--- config.mk ---
export PLATFORM = sky130hd
export DESIGN_NAME = mfu_fault_unit
export DESIGN_NICKNAME = d
export VERILOG_FILES = /design/src/rtl/mfu_pkg.sv /design/src/rtl/mfu_capture.sv /design/src/rtl/mfu_sizer.sv /design/src/rtl/mfu_regview.sv /design/src/rtl/mfu_fault_unit.sv
export SDC_FILE = /design/constraint.sdc
export NUM_CORES = 1
export LEC_CHECK = 0
export BUFFER_PORTS_ARGS = -buffer_cell sky130_fd_sc_hd__buf_4
export CAP_MARGIN = 5
export CORE_ASPECT_RATIO = 0.9
export CORE_MARGIN = 4
export CORE_UTILIZATION = 42
export DETAILED_ROUTE_END_ITERATION = 6
export PLACE_DENSITY = 0.78
export SLEW_MARGIN = 15
export SYNTH_ARGS = -nofsm -noshare
export SYNTH_HDL_FRONTEND = slang
export SYNTH_SLANG_ARGS = --single-unit
--- constraint.sdc ---
create_clock -name clk -period 3.81 [get_ports clk]
set_input_delay 0.762 -clock clk [delete_from_list [all_inputs] [get_ports clk]]
set_output_delay 0.762 -clock clk [all_outputs]
set_load 0.01 [all_outputs]
--- src/rtl/mfu_pkg.sv ---
package mfu_pkg;
    localparam int ADDR_W = 26;
    localparam int SYN_W  = 6;
    localparam int FLAG_W = 12;
    localparam int SLOTS  = 4;
    localparam int STRAP_W = 3;

    typedef struct packed {
        logic [ADDR_W-1:0] addr;
        logic [SYN_W-1:0]  syn_hi;
        logic [SYN_W-1:0]  syn_lo;
        logic [FLAG_W-1:0] flags;
        logic              frozen;
    } fault_rec_t;
endpackage

--- src/rtl/mfu_capture.sv ---
module mfu_capture
    import mfu_pkg::*;
(
    input  logic              clk,
    input  logic              rst_n,
    input  logic              fault_valid,
    input  logic [ADDR_W-1:0] fault_addr,
    input  logic [SYN_W-1:0]  fault_syn_hi,
    input  logic [SYN_W-1:0]  fault_syn_lo,
    input  logic [FLAG_W-1:0] fault_flags,
    input  logic              clr_frozen,
    output fault_rec_t        rec
);
    fault_rec_t rec_d, rec_q;

    always_comb begin
        rec_d = rec_q;
        // A clear in the same cycle re-arms, so the coincident fault is taken.
        if (fault_valid && (!rec_q.frozen || clr_frozen)) begin
            rec_d.addr   = fault_addr;
            rec_d.syn_hi = fault_syn_hi;
            rec_d.syn_lo = fault_syn_lo;
            rec_d.flags  = fault_flags;
            rec_d.frozen = 1'b1;
        end else if (clr_frozen) begin
            rec_d.frozen = 1'b0;
        end
    end

    always_ff @(posedge clk) begin
        if (!rst_n) rec_q <= '0;
        else        rec_q <= rec_d;
    end

    assign rec = rec_q;
endmodule

--- src/rtl/mfu_sizer.sv ---
module mfu_sizer #(
    parameter int N_SLOT  = 4,
    parameter int STRAP_W = 3,
    localparam int TOT_W  = 25 + $clog2(N_SLOT)
) (
    input  logic [N_SLOT*STRAP_W-1:0] slot_cfg,
    output logic [TOT_W-1:0]          total_bytes
);
    function automatic logic [TOT_W-1:0] board_bytes(input logic [1:0] code);
        logic [TOT_W-1:0] one;
        one = {{(TOT_W-1){1'b0}}, 1'b1};
        case (code)
            2'b00:   board_bytes = one << 21;
            2'b01:   board_bytes = one << 23;
            2'b10:   board_bytes = one << 22;
            default: board_bytes = one << 24;
        endcase
    endfunction

    logic [N_SLOT:0]  chain;
    logic [TOT_W-1:0] part [N_SLOT];

    assign chain[0] = 1'b1;

    for (genvar i = 0; i < N_SLOT; i++) begin : g_slot
        logic eq;
        assign eq           = slot_cfg[i*STRAP_W + 2];
        assign chain[i+1]   = chain[i] & eq;
        assign part[i]      = chain[i+1] ? board_bytes(slot_cfg[i*STRAP_W +: 2]) : '0;
    end

    always_comb begin
        total_bytes = '0;
        for (int i = 0; i < N_SLOT; i++) total_bytes = total_bytes + part[i];
    end
endmodule

--- src/rtl/mfu_regview.sv ---
module mfu_regview
    import mfu_pkg::*;
#(
    parameter int N_SLOT = 4,
    localparam int IDX_W = $clog2(N_SLOT)
) (
    input  fault_rec_t                rec,
    input  logic [N_SLOT*STRAP_W-1:0] slot_cfg,
    input  logic [IDX_W-1:0]          rd_idx,
    output logic [31:0]               fault_addr_word,
    output logic [31:0]               rd_data
);
    localparam int FIELD_W = 2*SYN_W + FLAG_W;
    localparam int PAD_W   = 32 - FIELD_W - STRAP_W;

    logic [FIELD_W-1:0] field;

    assign field           = (rd_idx == '0) ? {rec.syn_hi, rec.syn_lo, rec.flags} : '0;
    assign fault_addr_word = {{(32-ADDR_W){1'b0}}, rec.addr};
    assign rd_data         = {field, {PAD_W{1'b0}}, slot_cfg[rd_idx*STRAP_W +: STRAP_W]};
endmodule

--- src/rtl/mfu_fault_unit.sv ---
module mfu_fault_unit
    import mfu_pkg::*;
#(
    parameter int N_SLOT = SLOTS,
    localparam int IDX_W = $clog2(N_SLOT),
    localparam int TOT_W = 25 + $clog2(N_SLOT)
) (
    input  logic                      clk,
    input  logic                      rst_n,
    input  logic                      fault_valid,
    input  logic [ADDR_W-1:0]         fault_addr,
    input  logic [SYN_W-1:0]          fault_syn_hi,
    input  logic [SYN_W-1:0]          fault_syn_lo,
    input  logic [FLAG_W-1:0]         fault_flags,
    input  logic                      clr_frozen,
    input  logic [N_SLOT*STRAP_W-1:0] slot_cfg,
    input  logic [IDX_W-1:0]          rd_idx,
    output logic                      frozen,
    output logic [31:0]               fault_addr_word,
    output logic [31:0]               rd_data,
    output logic [TOT_W-1:0]          total_bytes
);
    fault_rec_t rec;

    mfu_capture u_cap (
        .clk          (clk),
        .rst_n        (rst_n),
        .fault_valid  (fault_valid),
        .fault_addr   (fault_addr),
        .fault_syn_hi (fault_syn_hi),
        .fault_syn_lo (fault_syn_lo),
        .fault_flags  (fault_flags),
        .clr_frozen   (clr_frozen),
        .rec          (rec)
    );

    mfu_sizer #(.N_SLOT(N_SLOT), .STRAP_W(STRAP_W)) u_size (
        .slot_cfg    (slot_cfg),
        .total_bytes (total_bytes)
    );

    mfu_regview #(.N_SLOT(N_SLOT)) u_view (
        .rec             (rec),
        .slot_cfg        (slot_cfg),
        .rd_idx          (rd_idx),
        .fault_addr_word (fault_addr_word),
        .rd_data         (rd_data)
    );

    assign frozen = rec.frozen;
endmodule

==> impl_metrics.tcl <==
set metrics [dict create \
    status "finished with violations" \
    violations "negative setup slack" \
    hold_path_class "reg2reg" \
    cp.depth 11 \
    wl_met2_um 4110 \
    yosysTopAreaCellShare_pct 32.2 \
    utilization_pct 57.7 \
    slew_headroom_pct 31.3 \
    yosysWarnings 0 \
    drt-pass1-iter-count 4 \
    die_w_um 99.6 \
    reg2reg_to "u_cap.rec[2]$_SDFFE_PN0P_" \
    hold_viol_final 0 \
    dpl-instance-area_um2 3880 \
    cts_buffer_depth 2 \
    slew_viol_final 0 \
    start_util_pct 44.1 \
    yosysUniqueCellTypes 34 \
    place_congestion 0.911 \
    start_kind "input port" \
    die-area_um2 9010 \
    rows 29 \
    antenna_found_initial 0 \
    cp_num_buf_inv 3 \
    power_density_nw_per_um2 318 \
    final_nets 544 \
    yosysTopAreaCell "dfxtp_1" \
    maxUsedRoutingLayer "met4" \
    vdd_drop_max_v 0.000175 \
    drtAntennaViolNets 0 \
    startpoint "slot_cfg[8]" \
    totalWireLength_um 8450 \
    grt_max_degree 52 \
    end_kind "output port" \
    grt_overflow 0 \
    slowest_delay_ps 480 \
    met1_length_um 3360 \
    route.detailed.drc 0 \
    cts.sinks 51 \
    coreArea_um2 7180 \
    tightest_slew_ps 1030 \
    vias_per_cell 5.07 \
    setup_ws_ps -167 \
    cts_root_buffer "clkbuf_8" \
    crit_end "total_bytes[26]" \
    drive_gt1_share_pct 36.6 \
    gr-usage-all-layers_pct 18.1 \
    syn_area_per_cell_um2 8.48 \
    grt_pass1_vias 2825 \
    area_growth_pct 30.6 \
    grt_pass1_wl_um 13500 \
    critPathArrivalTime_ps 3210 \
    antennaDiodeCount 0 \
    cts_tree "yes" \
    rsz0062_at_grt "true" \
    netlist_area_um2 3170 \
    required_ps 3050 \
    cpMaxStageDelayCell "or4b_4" \
    drt-initial-drc-count 110 \
    place_worst_setup_slack_ps -272 \
    insertion_delay_ps 310 \
    cts.htree.levels 2 \
    maxCapViolCount 0 \
    met3_length_um 897 \
    fmax_ghz 0.251 \
    path_class "in2out" \
    clkSlewWorstSetupHoldPaths_ps 100 \
    setup_viol 4 \
    hpwl_um 5940 \
    yosysSeqAreaShare_pct 32.2 \
    synth_cells 374 \
    ff2ff_setup_slack_ps 2300 \
    fin_crit_sh_pct 104 \
    via_count 2825 \
    design_area_um2 4140 \
    yosys_register_bits 51 \
    rr_startpoint "u_cap.rec[0]$_SDFFE_PN0P_" \
    portBuffers 127 \
    r2r_cells 3 \
    period_needed_ps 3980 \
    io_pins 160 \
    hold_buffers 0 \
    largest_reg_flops 51 \
    worst-path-max-fanout 5 \
    synthTopCellsByArea "dfxtp_1 32%, buf_4 14%, a21boi_1 11%" \
    p_leak_uw 0.00193 \
    cts_buffers 5 \
    crit_family "adder cells" \
    die_y_um 90.4 \
    skew_ps 9.69 \
    crit_chain "buf_8 -> nand3_4 -> or4b_4 -> fa_2 -> inv_2 -> fa_1 -> ha_2 -> fa_2 -> a21o_1 -> a21o_1 -> buf_6" \
    avgRoutedWirePerCell_um 15.2 \
]
-- placed cells by master, fill, tap and decap left out, types with 2 or more instances in the layout --
| cell type | synthesis | routed |
|---|---|---|
| ha_1 | 5 | 3 |
| conb_1 | 1 | 32 |
| buf_8 | 0 | 2 |
| nand4_1 | 2 | 2 |
| nand3_1 | 51 | 51 |
| nand2_1 | 5 | 3 |
| a21o_1 | 3 | 3 |
| a21boi_0 | 4 | 4 |
| o21ai_1 | 3 | 3 |
| nand2_2 | 0 | 2 |
| inv_1 | 9 | 7 |
| buf_6 | 0 | 5 |
| a21boi_1 | 47 | 47 |
| clkbuf_8 | 0 | 5 |
| fa_2 | 0 | 2 |
| inv_2 | 0 | 2 |
| nor3_2 | 0 | 2 |
| buf_4 | 58 | 131 |
| bufinv_16 | 0 | 2 |
| and2_1 | 24 | 24 |
| nor3b_2 | 0 | 3 |
| fa_1 | 8 | 6 |
| o21ai_0 | 47 | 47 |
| dfxtp_1 | 51 | 51 |
| mux4_2 | 2 | 2 |
| nor2_1 | 3 | 3 |
-- metrics by stage --
stage	total power [uW]	TNS, ps	std cells	hold WS (ps)
2_1_floorplan	768	0	405	448
3_3_place_gp	850	-504	548	455
3_5_place_dp	857	-743	548	460
4_1_cts	1330	-442	557	473
5_1_grt	1390	-753	557	503
6_report	1320	-475	557	473
-- synth_stat cells --
cell / count
a21boi_0: 4
a21boi_1: 47
a21o_1: 3
a21oi_1: 1
and2_1: 24
and2b_1: 1
and3_1: 1
buf_2: 11
buf_4: 58
clkbuf_1: 9
clkbuf_2: 10
conb_1: 1
dfxtp_1: 51
fa_1: 8
ha_1: 5
inv_1: 9
mux4_1: 1
mux4_2: 2
nand2_1: 5
nand2b_1: 2
nand3_1: 51
nand3_2: 1
nand3b_1: 1
nand4_1: 2
nor2_1: 3
nor3_1: 2
nor3b_1: 4
o21ai_0: 47
o21ai_1: 3
or2_2: 2
or3_1: 2
or4b_1: 1
xnor2_1: 1
xor2_1: 1
-- power breakdown --
part	leakage (uW)	internal (uW)	switching [uW]	total, uW
logic	0.00144	141	140	280
registers	0.000420	564	13.3	578
clock network	0.0000703	267	193	460
total	0.00193	972	346	1320
-- worst min path at each step --
stage	startpoint	endpoint	slack, ps	depth (start not counted)
after global routing	u_cap.rec[26]$_SDFFE_PN0P_	u_cap.rec[26]$_SDFFE_PN0P_	500	2
after global placement	u_cap.rec[16]$_SDFFE_PN0P_	u_cap.rec[16]$_SDFFE_PN0P_	460	2
after CTS	u_cap.rec[11]$_SDFFE_PN0P_	u_cap.rec[11]$_SDFFE_PN0P_	470	2
final	u_cap.rec[8]$_SDFFE_PN0P_	u_cap.rec[8]$_SDFFE_PN0P_	470	2
after detailed placement	u_cap.rec[11]$_SDFFE_PN0P_	u_cap.rec[11]$_SDFFE_PN0P_	460	2
after floorplan	u_cap.rec[10]$_SDFFE_PN0P_	u_cap.rec[10]$_SDFFE_PN0P_	450	2
-- per-layer routing --
| metal | vias to the layer above | global-route usage (%) |
|---|---|---|
| li1 | 1360 | - |
| met1 | 1337 | 20.9 |
| met2 | 120 | 31.4 |
| met3 | 8 | 7.26 |
| met4 | 0 | 4.10 |
| met5 | - | 0 |
-- worst min-delay path: stages, from the launching register on --
cell and delay, ps:
dfxtp_1 320, o21ai_0 60, a21boi_1 60
-- cell families (layout without fill, tap and decap cells) --
logic type | count (synthesis) | in the layout | share of synthesized area [%]
XOR/XNOR | 2 | 2 | 0.552
AND/OR/NAND/NOR | 102 | 102 | 17.9
other | 1 | 32 | 0.118
AO/OA/AOI/OAI | 105 | 105 | 20.8
multiplexers | 3 | 3 | 2.25
adder cells (fa/ha/maj) | 13 | 13 | 7.02
flip-flops | 51 | 51 | 32.2
buffers and inverters | 97 | 156 | 19.2
-- final cells by class --
| cell class | count | area [um2] |
|---|---|---|
| Fill cell | 640 | 3040 |
| Sequential cell | 51 | 1020 |
| Clock inverter | 3 | 71.3 |
| Tap cell | 93 | 116 |
| Timing Repair Buffer | 139 | 1090 |
| Clock buffer | 5 | 68.8 |
| Multi-Input combinational cell | 257 | 1740 |
| Inverter | 9 | 33.8 |
-- timing repair --
item | CTS | global route
gates cloned | 0 | 0
pin swaps | 4 | 2
buffers inserted | 1 | 0
hold endpoints to repair | 0 | 0
setup endpoints to repair | 4 | 4
resized for setup | 19 | 6
Power figures use the tool's default switching activity.
